$ cat config.mk
export PLATFORM = sky130hd
export DESIGN_NAME = werr_logger
export DESIGN_NICKNAME = d
export VERILOG_FILES = /design/src/rtl/werr_pkg.sv /design/src/rtl/werr_classify.sv /design/src/rtl/werr_derr_pipe.sv /design/src/rtl/werr_status.sv /design/src/rtl/werr_logger.sv
export SDC_FILE = /design/constraint.sdc
export NUM_CORES = 1
export LEC_CHECK = 0
export BUFFER_PORTS_ARGS = -buffer_cell sky130_fd_sc_hd__buf_2
export CORE_MARGIN = 3
export CORE_UTILIZATION = 43
export CTS_CLUSTER_SIZE = 24
export DETAILED_ROUTE_END_ITERATION = 16
export GPL_ROUTABILITY_DRIVEN = 0
export PLACE_DENSITY = 0.89
export SYNTH_ARGS = -nofsm -noshare
export SYNTH_HDL_FRONTEND = slang
export SYNTH_SLANG_ARGS = --single-unit
export TNS_END_PERCENT = 20
$ cat constraint.sdc
create_clock -name clk -period 2.3 [get_ports clk]
set_input_delay 0.46 -clock clk [delete_from_list [all_inputs] [get_ports clk]]
set_output_delay 0.46 -clock clk [all_outputs]
set_load 0.05 [all_outputs]
$ cat src/rtl/werr_pkg.sv
package werr_pkg;
  // Status word bit positions; lane bits start at ST_LANE0.
  localparam int ST_CWDE  = 0;
  localparam int ST_UDE   = 1;
  localparam int ST_TDE   = 2;
  localparam int ST_TCE   = 3;
  localparam int ST_LANE0 = 4;
  localparam int ST_FIXED = 4;
endpackage

$ cat src/rtl/werr_classify.sv
module werr_classify #(
  parameter int LANES = 4,
  parameter int SW    = 8
) (
  input  logic                  beat_valid,
  input  logic                  role_cmdr,
  input  logic [LANES-1:0]      lane_sbe,
  input  logic [LANES-1:0]      lane_mbe,
  input  logic [LANES*SW-1:0]   lane_syn,
  input  logic                  tx_chk_fail,
  output logic                  rx_corr,
  output logic                  rx_uncorr,
  output logic                  tx_fail,
  output logic                  cmd_beat,
  output logic [LANES-1:0]      lane_sel,
  output logic [LANES*SW-1:0]   syn_sel
);
  logic rx_beat;

  assign rx_beat   = beat_valid & ~role_cmdr;
  assign cmd_beat  = beat_valid & role_cmdr;
  assign rx_corr   = rx_beat & (|lane_sbe);
  assign rx_uncorr = rx_beat & (|lane_mbe);
  assign tx_fail   = cmd_beat & tx_chk_fail;

  // Uncorrectable lanes take precedence for the capture.
  for (genvar i = 0; i < LANES; i++) begin : g_lane
    always_comb begin
      if (rx_uncorr) lane_sel[i] = lane_mbe[i];
      else           lane_sel[i] = rx_corr & lane_sbe[i];
      syn_sel[i*SW +: SW] = lane_sel[i] ? lane_syn[i*SW +: SW] : '0;
    end
  end
endmodule

$ cat src/rtl/werr_derr_pipe.sv
module werr_derr_pipe #(
  parameter int DLY = 2
) (
  input  logic clk,
  input  logic rst_n,
  input  logic rx_err,
  input  logic cmd_beat,
  input  logic derr_in,
  output logic derr_out,
  output logic tde_hit
);
  logic [DLY-1:0] err_sh;
  logic [DLY-1:0] cmd_sh;

  if (DLY == 1) begin : g_one
    always_ff @(posedge clk) begin
      if (!rst_n) begin
        err_sh <= '0;
        cmd_sh <= '0;
      end else begin
        err_sh <= rx_err;
        cmd_sh <= cmd_beat;
      end
    end
  end else begin : g_many
    always_ff @(posedge clk) begin
      if (!rst_n) begin
        err_sh <= '0;
        cmd_sh <= '0;
      end else begin
        err_sh <= {err_sh[DLY-2:0], rx_err};
        cmd_sh <= {cmd_sh[DLY-2:0], cmd_beat};
      end
    end
  end

  assign derr_out = err_sh[DLY-1];
  assign tde_hit  = cmd_sh[DLY-1] & derr_in;
endmodule

$ cat src/rtl/werr_status.sv
module werr_status
  import werr_pkg::*;
#(
  parameter int LANES = 4,
  parameter int SW    = 8,
  parameter int AW    = 16,
  localparam int STW  = ST_FIXED + LANES
) (
  input  logic                clk,
  input  logic                rst_n,
  input  logic                mem_node,
  input  logic [AW-1:0]       beat_addr,
  input  logic                rx_corr,
  input  logic                rx_uncorr,
  input  logic                tx_fail,
  input  logic                tde_hit,
  input  logic [LANES-1:0]    lane_sel,
  input  logic [LANES*SW-1:0] syn_sel,
  input  logic                clr_we,
  input  logic [STW-1:0]      clr_mask,
  output logic [STW-1:0]      status,
  output logic [LANES*SW-1:0] syn_q,
  output logic [AW-1:0]       addr_q
);
  logic             cwde_q, ude_q, tde_q, tce_q;
  logic [LANES-1:0] lane_q;
  logic [STW-1:0]   wipe;
  logic             frozen, capture;

  assign wipe    = clr_we ? clr_mask : '0;
  assign frozen  = cwde_q | ude_q;
  assign capture = (rx_corr | rx_uncorr) & ~frozen;

  always_ff @(posedge clk) begin
    if (!rst_n) begin
      cwde_q <= 1'b0;
      ude_q  <= 1'b0;
      tde_q  <= 1'b0;
      tce_q  <= 1'b0;
      lane_q <= '0;
      syn_q  <= '0;
      addr_q <= '0;
    end else begin
      cwde_q <= rx_corr   | (cwde_q & ~wipe[ST_CWDE]);
      ude_q  <= rx_uncorr | (ude_q  & ~wipe[ST_UDE]);
      tde_q  <= tde_hit   | (tde_q  & ~wipe[ST_TDE]);
      tce_q  <= tx_fail   | (tce_q  & ~wipe[ST_TCE]);
      if (capture) begin
        lane_q <= lane_sel;
        syn_q  <= syn_sel;
        if (mem_node) addr_q <= beat_addr;
      end else begin
        lane_q <= lane_q & ~wipe[ST_LANE0 +: LANES];
      end
    end
  end

  assign status = {lane_q, tce_q, tde_q, ude_q, cwde_q};
endmodule

$ cat src/rtl/werr_logger.sv
module werr_logger
  import werr_pkg::*;
#(
  parameter int LANES = 4,
  parameter int SW    = 8,
  parameter int AW    = 16,
  parameter int DLY   = 2,
  localparam int STW  = ST_FIXED + LANES
) (
  input  logic                clk,
  input  logic                rst_n,
  input  logic                mem_node,
  input  logic                role_cmdr,
  input  logic                beat_valid,
  input  logic [AW-1:0]       beat_addr,
  input  logic [LANES-1:0]    lane_sbe,
  input  logic [LANES-1:0]    lane_mbe,
  input  logic [LANES*SW-1:0] lane_syn,
  input  logic                tx_chk_fail,
  input  logic                derr_in,
  output logic                derr_out,
  input  logic                csr_clr_we,
  input  logic [STW-1:0]      csr_clr_mask,
  input  logic                irq_cwde_en,
  output logic [STW-1:0]      err_status,
  output logic [LANES*SW-1:0] syn_out,
  output logic [AW-1:0]       fail_addr,
  output logic                irq
);
  logic                rx_corr, rx_uncorr, tx_fail, cmd_beat, tde_hit;
  logic [LANES-1:0]    lane_sel;
  logic [LANES*SW-1:0] syn_sel;

  werr_classify #(.LANES(LANES), .SW(SW)) u_classify (
    .beat_valid (beat_valid),
    .role_cmdr  (role_cmdr),
    .lane_sbe   (lane_sbe),
    .lane_mbe   (lane_mbe),
    .lane_syn   (lane_syn),
    .tx_chk_fail(tx_chk_fail),
    .rx_corr    (rx_corr),
    .rx_uncorr  (rx_uncorr),
    .tx_fail    (tx_fail),
    .cmd_beat   (cmd_beat),
    .lane_sel   (lane_sel),
    .syn_sel    (syn_sel)
  );

  werr_derr_pipe #(.DLY(DLY)) u_pipe (
    .clk     (clk),
    .rst_n   (rst_n),
    .rx_err  (rx_corr | rx_uncorr),
    .cmd_beat(cmd_beat),
    .derr_in (derr_in),
    .derr_out(derr_out),
    .tde_hit (tde_hit)
  );

  werr_status #(.LANES(LANES), .SW(SW), .AW(AW)) u_status (
    .clk      (clk),
    .rst_n    (rst_n),
    .mem_node (mem_node),
    .beat_addr(beat_addr),
    .rx_corr  (rx_corr),
    .rx_uncorr(rx_uncorr),
    .tx_fail  (tx_fail),
    .tde_hit  (tde_hit),
    .lane_sel (lane_sel),
    .syn_sel  (syn_sel),
    .clr_we   (csr_clr_we),
    .clr_mask (csr_clr_mask),
    .status   (err_status),
    .syn_q    (syn_out),
    .addr_q   (fail_addr)
  );

  assign irq = err_status[ST_UDE] | (err_status[ST_CWDE] & irq_cwde_en);
endmodule

# Word level (Yosys, flattened, before mapping)
# Index checks and enable logic that the tools add are counted.
[totals]
regBits = 60
latch_bits = 0
ram_bits = 0
rom_bits = 0
inputBits = 73
word_cells = 53
memories = 0
[op_classes]
addsub = 0
n_mul = 0
n_div = 0
magnitude_cmp = 0
n_eq_ne = 0
n_shift = 0
mux = 10
bitwise_logic = 31
n_reduce_logical = 3
[ops]
columns = ["cell", "n"]
rows = [
  ["$mux W8", 5],
  ["$and A1 B1 Y1", 16],
  ["$reduce_or A4 Y1", 2],
  ["$or A1 B1 Y1", 7],
  ["$not A1 Y1", 6],
  ["$and A4 B4 Y4", 1],
  ["$mux W1", 4],
  ["$mux W4", 1],
  ["$not A4 Y4", 1],
  ["$reduce_and A2 Y1", 1],
]

# Logic depth before layout (Yosys ltp)
# Gate-level depths: netlist of run 1.
[depth]
depth_word = 6
mapped_depth = 6
mapped_depth_nobuf = 3

# Modules after synthesis
# Synthesis of run 1 repeated with hierarchy kept, for this count alone.
[unflattened]
cells_unflattened = 363
area_unflattened_um2 = 3193.1
[modules_own_cells]
columns = ["module", "n_inst", "cells_per_inst", "area_each_um2", "seq_area_each_um2"]
rows = [
  ["werr_status", 1, 262, 2371.0, 1121.1],
  ["werr_classify", 1, 90, 696.9, 0.0],
  ["werr_derr_pipe", 1, 9, 111.4, 80.1],
  ["werr_logger", 1, 2, 13.8, 0.0],
]

# Least setup slack after synthesis of run 1
# OpenSTA, ideal clock, no wires.
[synth_path]
kind = "input-to-reg"
startpoint = "input port lane_mbe[0]"
endpoint = "register u_status.addr_q[10]"
setup_time_ns = 0.120
arrival_ns = 1.680
required_ns = 2.180
path_slack_ns = 0.501
cell_stages = 6
n_path_buf = 3
path_cell_list = "buf_6 -> or4_4 -> o211a_1 -> buf_6 -> buf_6 -> mux2i_1"
[synth_between]
elab_chain_len = 5
[synth_lines]
columns = ["item", "line_no", "rtl"]
rows = [
  ["from (decl)", "werr_logger.sv:17", "input logic [LANES-1:0] lane_mbe,"],
  ["$reduce_or A4 Y1", "werr_classify.sv:23", "assign rx_uncorr = rx_beat & (|lane_mbe);"],
  ["$and A1 B1 Y1", "werr_classify.sv:23", ""],
  ["$or A1 B1 Y1", "werr_status.sv:32", "assign capture = (rx_corr | rx_uncorr) & ~frozen;"],
  ["$and A1 B1 Y1", "werr_status.sv:32", ""],
  ["$reduce_and A2 Y1 (no line)", "n/a", ""],
  ["to (signal assigned)", "werr_status.sv:51", "if (mem_node) addr_q <= beat_addr;"],
  ["to (decl)", "werr_status.sv:23", "output logic [AW-1:0] addr_q"],
]
# No other way between the ends.
# A chain may end at the register's enable or synchronous reset.

# Worst setup path after layout of run 1
[layout_path]
startpoint = "input port lane_sbe[2]"
endpoint = "register u_status.addr_q[14]"
[layout_between]
elab_chain_len = 5
[layout_lines]
columns = ["item", "line_no", "rtl"]
rows = [
  ["from (decl)", "werr_logger.sv:16", "input logic [LANES-1:0] lane_sbe,"],
  ["$reduce_or A4 Y1", "werr_classify.sv:22", "assign rx_corr = rx_beat & (|lane_sbe);"],
  ["$and A1 B1 Y1", "werr_classify.sv:22", ""],
  ["$or A1 B1 Y1", "werr_status.sv:32", ""],
  ["$and A1 B1 Y1", "werr_status.sv:32", ""],
  ["$reduce_and A2 Y1 (no line)", "n/a", ""],
]
# No other way between the ends.

==> summary.txt, run 1 <==
Timing
  – Post-layout minimum cycle time: 1.74 ns
  – Final hold viol count: 0
  – Max-slew violation total from the final report: 0
  – Final Skew: 0.00953 ns
  – Unrepaired setup endpoints after global routing: no
  – Final setup fails: 0
  – Final total negative setup slack: 0 ns
  – Slew headroom: 46.2%
  – Share of the cycle needed by the critical path after routing: 75.7%
  – Slew at the pin closest to its max-slew limit: 0.807 ns
  – Fmax achieved: 574 MHz

Clock network
  – Resize count post-CTS: 0
  – Clock Tree Buf Depth: 2
  – Clock-pin slew of the registers on the worst-case setup and hold paths: 0.07 ns
  – Number of post-CTS setup repair buffers: 0
  – CTS root buffer: sky130_fd_sc_hd__clkbuf_8
  – Clock Sink Count: 60
  – Hold-fix buffer count after cts: 0
  – Max H-tree Level: 3
  – Clock network latency to the later pin of the worst-skew pair: 0.33 ns
  – Clock tree from TritonCTS: built
  – Number of buffers inserted during clock tree synthesis: 9

Finish
  – Most common cell after layout, fill and taps aside: sky130_fd_sc_hd__buf_2
  – Area occupied by multi-input gates: 953 sq um
  – Cell Count, Final, Fillers Out: 410
  – Number of nets at the end of the flow: 411
  – Fraction of final layout cells sized beyond drive strength 1: 45.2%
  – Number of inserted filler cells in the final layout: 415
  – Area added between synthesis and finish: 37.9%
  – Total inserted antenna cells: 0
  – Sequential Area: 1200 sq um
  – Commonest cells after routing, fill and taps aside: 130 x sky130_fd_sc_hd__buf_2, 60 x sky130_fd_sc_hd__dfxtp_1, 41 x sky130_fd_sc_hd__nand2_1

Worst setup path
  – Max Fanout on Critical Path: 16
  – Reg-to-reg endpoint: u_status.addr_q[10]
  – Beginning of the critical path: lane_sbe[2]
  – Arrival time at the worst endpoint: 1.93 ns
  – Cells on worst reg2reg path: 3
  – Reg2reg start: u_status.ude_q
  – Setup crit end kind: register
  – Start-to-end type of the worst setup path: in -> reg
  – WP buf/inv: 1
  – Worst-case register-to-register setup slack: 0.59 ns
  – Kind of cell with the highest combined delay on the critical path: simple AND/OR/NAND/NOR gates
  – Critical path data required time: 2.48 ns
  – Critical path startpoint category: input port
  – Delay of the slowest critical-path stage: 0.56 ns
  – Cell Chain, Critical Path: buf_2, or4_1, o211a_1, mux2i_1
  – Cell with the largest stage delay on the worst path: sky130_fd_sc_hd__or4_1

Floorplanning
  – Die X: 78.8 um
  – Core area: 4910 sq um
  – Height of the die: 78.8 um
  – Ports placed on the boundary: 131
  – Full die area: 6210 sq um
  – Number of placement rows: 25
  – Effective utilization at floorplan: 46.4%

Placement
  – Number of buffers added on ports: 130
  – Number of cells in the design after placement: 394
  – Total half-perimeter wirelength after legalization and detailed placement: 4.40 mm

Detailed routing
  – Vias after detailed routing: 2151
  – First-pass iteration count of the detailed router: 4
  – WL per Instance: 14.5 um
  – Number of violations reported at the end of detailed-routing iteration 0: 83
  – DR DRC count: 0
  – Remaining number of nets flagged by the antenna check after routing: 0
  – Total wirelength of the detailed-routed design: 5.95 mm
  – Post-detailed-route via-to-cell ratio: 5.25

Synth
  – Count of cell types in the netlist: 29
  – Fraction of the mapped netlist area in compound gates: 21.4%
  – Portion of the post-synthesis area used by sequential elements: 52.7%
  – Instance count of the mapped netlist: 213
  – Cell area after technology mapping: 2280 sq um
  – Proportion of synthesized area in mux cells: 7.03%
  – Flops & latches, synth: 60
  – Adder-cell share of the synthesized area: 0%
  – Post-synthesis simple-gate area fraction: 13.3%
  – Post-synthesis average cell area: 10.7 sq um
  – Yosys warning total: 0
  – Combinational family with the most area after synthesis: compound AO/OA/AOI/OAI gates
  – Post-synthesis net count: 286
  – Parity-gate share of the synthesized area counting xor and xnor cells: 0%

Global routing
  – Number of global-route vias before repair: 2184
  – Largest net degree at the start of global routing: 33
  – Overall Global Routing Usage: 19.7%
  – Wire length of the first global-routing pass: 9.63 mm
  – Number of antenna violations at the first check in global routing: 0
  – Congestion Overflow GR: 0

Power and ir drop
  – Sequential share of power: 45.5%
  – Leakage component of the power: 1.52 nW
  – Net switching power of the design: 0.000678 W
  – Power per Cell Area: 765 nW/um^2
  – Overall power after layout: 0.00241 W
  – IR drop worst, VDD: 0.472 mV
  – Internal cell power: 0.00173 W
  – Clock network power share: 40.2%
  – Fraction of power spent switching nets: 28.2%
  – Logic pwr share: 14.3%

Flow run
  – Max-cap violations: 0

Worst hold path
  – Terminating pin of the worst hold path: u_status.syn_q[31]
  – Worst hold path type: in -> reg
  – Worst hold path cell count: 2
  – Startpoint of the most critical hold path: lane_syn[31]

Run status
  – Status: completed
sequential cells by signal (all words and copies together), names as in the netlist:
register and cells:
u_pipe.cmd_sh 2, u_pipe.err_sh 2, u_status.addr_q 16, u_status.cwde_q 1
u_status.lane_q 4, u_status.syn_q 32, u_status.tce_q 1, u_status.tde_q 1
u_status.ude_q 1
worst register-to-register path, cell delays in order, from the launching register on:
cell and delay (ns):
sky130_fd_sc_hd__dfxtp_1 0.36, sky130_fd_sc_hd__nor4b_4 0.30, sky130_fd_sc_hd__o211a_1 0.72, sky130_fd_sc_hd__mux2i_1 0.27
area by class of cell:
type | count | area share [%]
Clock inverter | 6 | 2.27
Clock buffer | 10 | 4.38
Tap cell | 67 | 2.67
Sequential cell | 60 | 38.2
Timing Repair Buffer | 136 | 22.1
Multi-Input combinational cell | 131 | 30.3
per-stage QoR:
stage	cell area, sq um	hold slack, ns	utilization, %	setup slack (ns)
2_1_floorplan	2280	0.412	-	0.501
3_3_place_gp	2930	0.414	59.7	0.211
3_5_place_dp	2930	0.426	59.7	0.179
4_1_cts	3140	0.319	64.0	0.534
5_1_grt	3140	0.313	64.0	0.419
6_report	3140	0.331	64.0	0.558
synthesized netlist by cell type, drive strengths merged:
library cell	instances	share of area, %
a21boi	3	0.99
a21o	1	0.33
a22oi	1	0.33
a32o	30	13
and2	2	0.55
and3	1	0.27
buf	10	3.7
clkbuf	12	2.0
dfxtp	60	53
mux2i	16	7.0
nand2	41	6.8
nand2b	1	0.27
nand3	4	0.88
nor2	2	0.33
nor2b	1	0.27
nor4	2	0.55
nor4b	5	2.6
o2111ai	3	1.2
o211a	5	2.2
o21a	3	0.99
o21ai	4	0.88
o21bai	4	1.3
or4	2	0.82
cell families (layout without fill, tap and decap cells):
group / Yosys count / in the layout
and+or+nand+nor: 61 / 61
DFF: 60 / 60
AOI/OAI and AO/OA: 54 / 54
buffers and inverters: 22 / 152
muxes: 16 / 16
power by group through the flow:
stage	logic (W)	clock network (W)	registers (W)
floorplan	0.000122	0	0.00122
global placement	0.000340	0	0.00111
detailed placement	0.000346	0	0.00112
CTS	0.000346	0.000994	0.00109
global route	0.000370	0.00105	0.00110
finish	0.000344	0.000968	0.00109
per-layer routing:
metal,track usage (%),wire (um),vias up
li1,-,-,1043
met1,22.4,2420,992
met2,33.4,2870,104
met3,6.80,541,12
met4,8.76,121,0
met5,0,0,-
worst max path at each step:
stage,end,slack (ns),cells after the start
4_1_cts,u_status.addr_q[10],0.53,3
3_3_place_gp,u_status.addr_q[2],0.21,4
3_5_place_dp,u_status.addr_q[10],0.18,4
5_1_grt,u_status.addr_q[15],0.42,3
6_report,u_status.addr_q[14],0.56,4
2_1_floorplan,u_status.addr_q[10],0.50,6
Power figures use the tool's default switching activity.
==> run 2, diff against run 1 <==
--- a/config.mk
+++ b/config.mk
@@ -5,13 +5,14 @@
 export SDC_FILE = /design/constraint.sdc
 export NUM_CORES = 1
 export LEC_CHECK = 0
+export ABC_AREA = 1
 export BUFFER_PORTS_ARGS = -buffer_cell sky130_fd_sc_hd__buf_2
 export CORE_MARGIN = 3
-export CORE_UTILIZATION = 43
+export CORE_UTILIZATION = 41
 export CTS_CLUSTER_SIZE = 24
 export DETAILED_ROUTE_END_ITERATION = 16
 export GPL_ROUTABILITY_DRIVEN = 0
-export PLACE_DENSITY = 0.89
+export PLACE_DENSITY = 0.85
 export SYNTH_ARGS = -nofsm -noshare
 export SYNTH_HDL_FRONTEND = slang
 export SYNTH_SLANG_ARGS = --single-unit
==> constraint.sdc (replaced) <==
create_clock -name clk -period 1.45 [get_ports clk]
set_input_delay 0.29 -clock clk [delete_from_list [all_inputs] [get_ports clk]]
set_output_delay 0.29 -clock clk [all_outputs]
set_load 0.05 [all_outputs]
==> summary.txt, run 2 <==
Synth
  – Post-synth top cells: 77 x sky130_fd_sc_hd__nor2_1, 60 x sky130_fd_sc_hd__dfxtp_1, 56 x sky130_fd_sc_hd__a21oi_1
  – Yosys warning total: 0 (unchanged)
  – Post-synthesis average cell area: 7.31 sq um (-32%)
  – Portion of the post-synthesis area used by sequential elements: 44.5% (-8.1 points)
  – Cell area after technology mapping: 2700 sq um (+18%)
  – Instance count of the mapped netlist: 369 (+73%)
  – Number of enable-type register cells in the synthesized netlist: 0 (unchanged)
  – Count of cell types in the netlist: 19 (-34%)
  – Post-synth top flop: sky130_fd_sc_hd__dfxtp_1
  – Ranking of synthesized cells by area: sky130_fd_sc_hd__dfxtp_1 45%, sky130_fd_sc_hd__nor2_1 11%, sky130_fd_sc_hd__a21oi_1 10%, sky130_fd_sc_hd__nand2_1 6.4%, sky130_fd_sc_hd__nand4_1 6.3%
  – Synth top area share: 44.5% (-8.1 points)
  – Most instantiated library cell after synthesis: sky130_fd_sc_hd__nor2_1
  – Flops & latches, synth: 60 (unchanged)
  – Post-synthesis net count: 442 (+55%)
  – FFs w/ async S/R, synth: 0% (unchanged)
  – Leading area contributor after synthesis: sky130_fd_sc_hd__dfxtp_1

Clock network
  – CTS root buffer: sky130_fd_sc_hd__clkbuf_8
  – Clock Sink Count: 60 (unchanged)
  – Clock tree from TritonCTS: built
  – Clock network latency to the later pin of the worst-skew pair: 0.33 ns (about the same)
  – Clock-pin slew of the registers on the worst-case setup and hold paths: 0.06 ns (about the same)
  – Number of buffers inserted during clock tree synthesis: 9 (unchanged)
  – Clock Tree Buf Depth: 2 (unchanged)
  – Max H-tree Level: 3 (unchanged)

Global routing
  – Number of global-route vias before repair: 2659 (+22%)
  – Overall Global Routing Usage: 20.2% (+0.52 points)
  – Number of antenna violations at the first check in global routing: 0 (unchanged)
  – Congestion Overflow GR: 0 (unchanged)
  – Largest net degree at the start of global routing: 57 (+73%)
  – Wire length of the first global-routing pass: 12.1 mm (+26%)

Timing
  – Fmax achieved: 723 MHz
  – Max-slew violation total from the final report: 0 (unchanged)
  – Final setup fails: 0 (unchanged)
  – Post-layout minimum cycle time: 1.38 ns
  – Slew headroom: 74.5% (+28 points)
  – Slew at the pin closest to its max-slew limit: 0.382 ns (-0.424 ns)
  – Share of the cycle needed by the critical path after routing: 95.3%
  – Unrepaired setup endpoints after global routing: no
  – Post-layout worst setup margin: 0.0678 ns (-0.491 ns)
  – Final hold viol count: 0 (unchanged)
  – Final Skew: 0.00551 ns (-0.00401 ns)

Worst setup path
  – Max Fanout on Critical Path: 4 (-12)
  – WP buf/inv: 1 (unchanged)
  – Start-to-end type of the worst setup path: reg -> out
  – Cell with the largest stage delay on the worst path: sky130_fd_sc_hd__dfxtp_2
  – Arrival time at the worst endpoint: 1.09 ns (-0.84 ns)
  – Critical path data required time: 1.16 ns (-1.32 ns)
  – Cell Chain, Critical Path: nor2_4, nor2_2, buf_4
  – Kind of cell with the highest combined delay on the critical path: flip-flops
  – Beginning of the critical path: u_status.ude_q
  – Delay of the slowest critical-path stage: 0.35 ns (-0.21 ns)
  – Cells on worst reg2reg path: 6 (+3)
  – Critical path startpoint category: register
  – Worst-case register-to-register setup slack: 0.18 ns (-0.41 ns)
  – Reg2reg start: u_status.ude_q
  – Reg-to-reg endpoint: u_status.syn_q[16]
  – Setup crit end kind: primary output

Finish
  – Total inserted antenna cells: 0 (unchanged)
  – Most common cell after layout, fill and taps aside: sky130_fd_sc_hd__buf_2
  – Largest registers in the final layout: u_status.syn_q (32), u_status.addr_q (16), u_status.lane_q (4)
  – Fraction of final layout cells sized beyond drive strength 1: 34.1% (-11 points)
  – Cell Count, Final, Fillers Out: 574 (+40%)
  – Number of inserted filler cells in the final layout: 560 (+35%)
  – Area occupied by multi-input gates: 1190 sq um (+25%)
  – Number of flip-flops under the largest register name: 32 (unchanged)
  – Number of nets at the end of the flow: 567 (+38%)
  – Area added between synthesis and finish: 34.4%
  – Commonest cells after routing, fill and taps aside: 129 x sky130_fd_sc_hd__buf_2, 76 x sky130_fd_sc_hd__nor2_1, 59 x sky130_fd_sc_hd__dfxtp_1
  – Sequential Area: 1200 sq um (+0.10%)
  – Largest register by flop count: u_status.syn_q

Floorplanning
  – Ports placed on the boundary: 131 (unchanged)
  – Core area: 6130 sq um (+25%)
  – Die X: 87.1 um (+11%)
  – Number of placement rows: 28 (+12%)
  – Height of the die: 87.1 um (+11%)
  – Full die area: 7590 sq um (+22%)
  – Effective utilization at floorplan: 44.0% (-2.4 points)

Worst hold path
  – Worst hold path cell count: 2 (unchanged)
  – Worst hold path type: in -> reg
  – Startpoint of the most critical hold path: tx_chk_fail
  – Terminating pin of the worst hold path: u_status.tce_q

Detailed routing
  – DR DRC count: 0 (unchanged)
  – Vias after detailed routing: 2929 (+36%)
  – Post-detailed-route via-to-cell ratio: 5.10 (-2.7%)
  – Total wirelength of the detailed-routed design: 7.57 mm (+27%)
  – First-pass iteration count of the detailed router: 4 (unchanged)
  – WL per Instance: 13.2 um (-9.0%)
  – Remaining number of nets flagged by the antenna check after routing: 0 (unchanged)
  – Number of violations reported at the end of detailed-routing iteration 0: 97 (+17%)

Power and ir drop
  – Power per Cell Area: 1140 nW/um^2 (+49%)
  – Leakage component of the power: 1.66 nW (+9.1%)
  – IR drop worst, VDD: 0.640 mV (+36%)
  – Overall power after layout: 0.00414 W (+72%)

Flow run
  – Max-cap violations: 0 (unchanged)

Placement
  – Number of buffers added on ports: 130 (unchanged)
  – Number of cells in the design after placement: 558 (+42%)
  – Total half-perimeter wirelength after legalization and detailed placement: 5.44 mm (+23%)
  – Pre-CTS worst setup slack: -0.00887 ns (-0.188 ns)

Run status
  – Status: completed
run 2: cell count changes after synthesis, sizes merged, moves of 8 or more:
cell	change
nor2	+79
a21oi	+56
inv	+32
a32o	-29
nand3	+27
nand4	+27
mux2i	-16
buf	+8
nand2	+8
run 2: metrics by stage:
step                      instance area (sq um)  hold slack [ns]  setup TNS (ns)  utilization (%)
after detailed placement                   3400            0.410         -0.0155             55.4
after CTS                                  3620            0.160               0             59.1
after global routing                       3620            0.181               0             59.1
after global placement                     3400            0.398               0             55.4
final                                      3620            0.180               0             59.1
after floorplan                            2700            0.383               0                -
run 2: cell type report:
| class | count | area share (%) |
|---|---|---|
| Sequential cell | 60 | 33.2 |
| Multi-Input combinational cell | 248 | 33.0 |
| Clock buffer | 10 | 3.80 |
| Timing Repair Buffer | 143 | 21.7 |
| Inverter | 32 | 3.31 |
| Tap cell | 75 | 2.59 |
| Clock inverter | 6 | 2.42 |
run 2: per-layer routing:
layer | track usage (%) | routed length (um) | up-vias
li1 | - | - | 1458
met1 | 24.9 | 3130 | 1330
met2 | 33.8 | 3650 | 128
met3 | 5.01 | 679 | 13
met4 | 7.95 | 118 | 0
met5 | 0 | 0 | -
run 2: logic make-up after synthesis:
| family | synth area share (%) |
|---|---|
| compound gates | 11.6 |
| simple gates | 32.6 |
| flops | 44.5 |
| buf+inv | 11.2 |
run 2: worst max-delay path by stage:
| stage | cells past startpoint | endpoint |
|---|---|---|
| final | 3 | irq |
| after global routing | 3 | irq |
| after CTS | 3 | irq |
| after detailed placement | 7 | u_status.syn_q[0] |
| after global placement | 9 | u_status.syn_q[26] |
| after floorplan | 3 | irq |
run 2: what timing repair did:
| action | in CTS | in global routing |
|---|---|---|
| setup buffers | 0 | 0 |
| resized for setup | 1 | 1 |
| endpoints found under the setup margin | 1 | 1 |
| hold buffers | 0 | 0 |
run 2: where the power goes:
part	total (W)	switching (W)	internal, W
sequential	0.00173	0.0000298	0.00170
clock	0.00167	0.000661	0.00101
combinational	0.000737	0.000511	0.000226
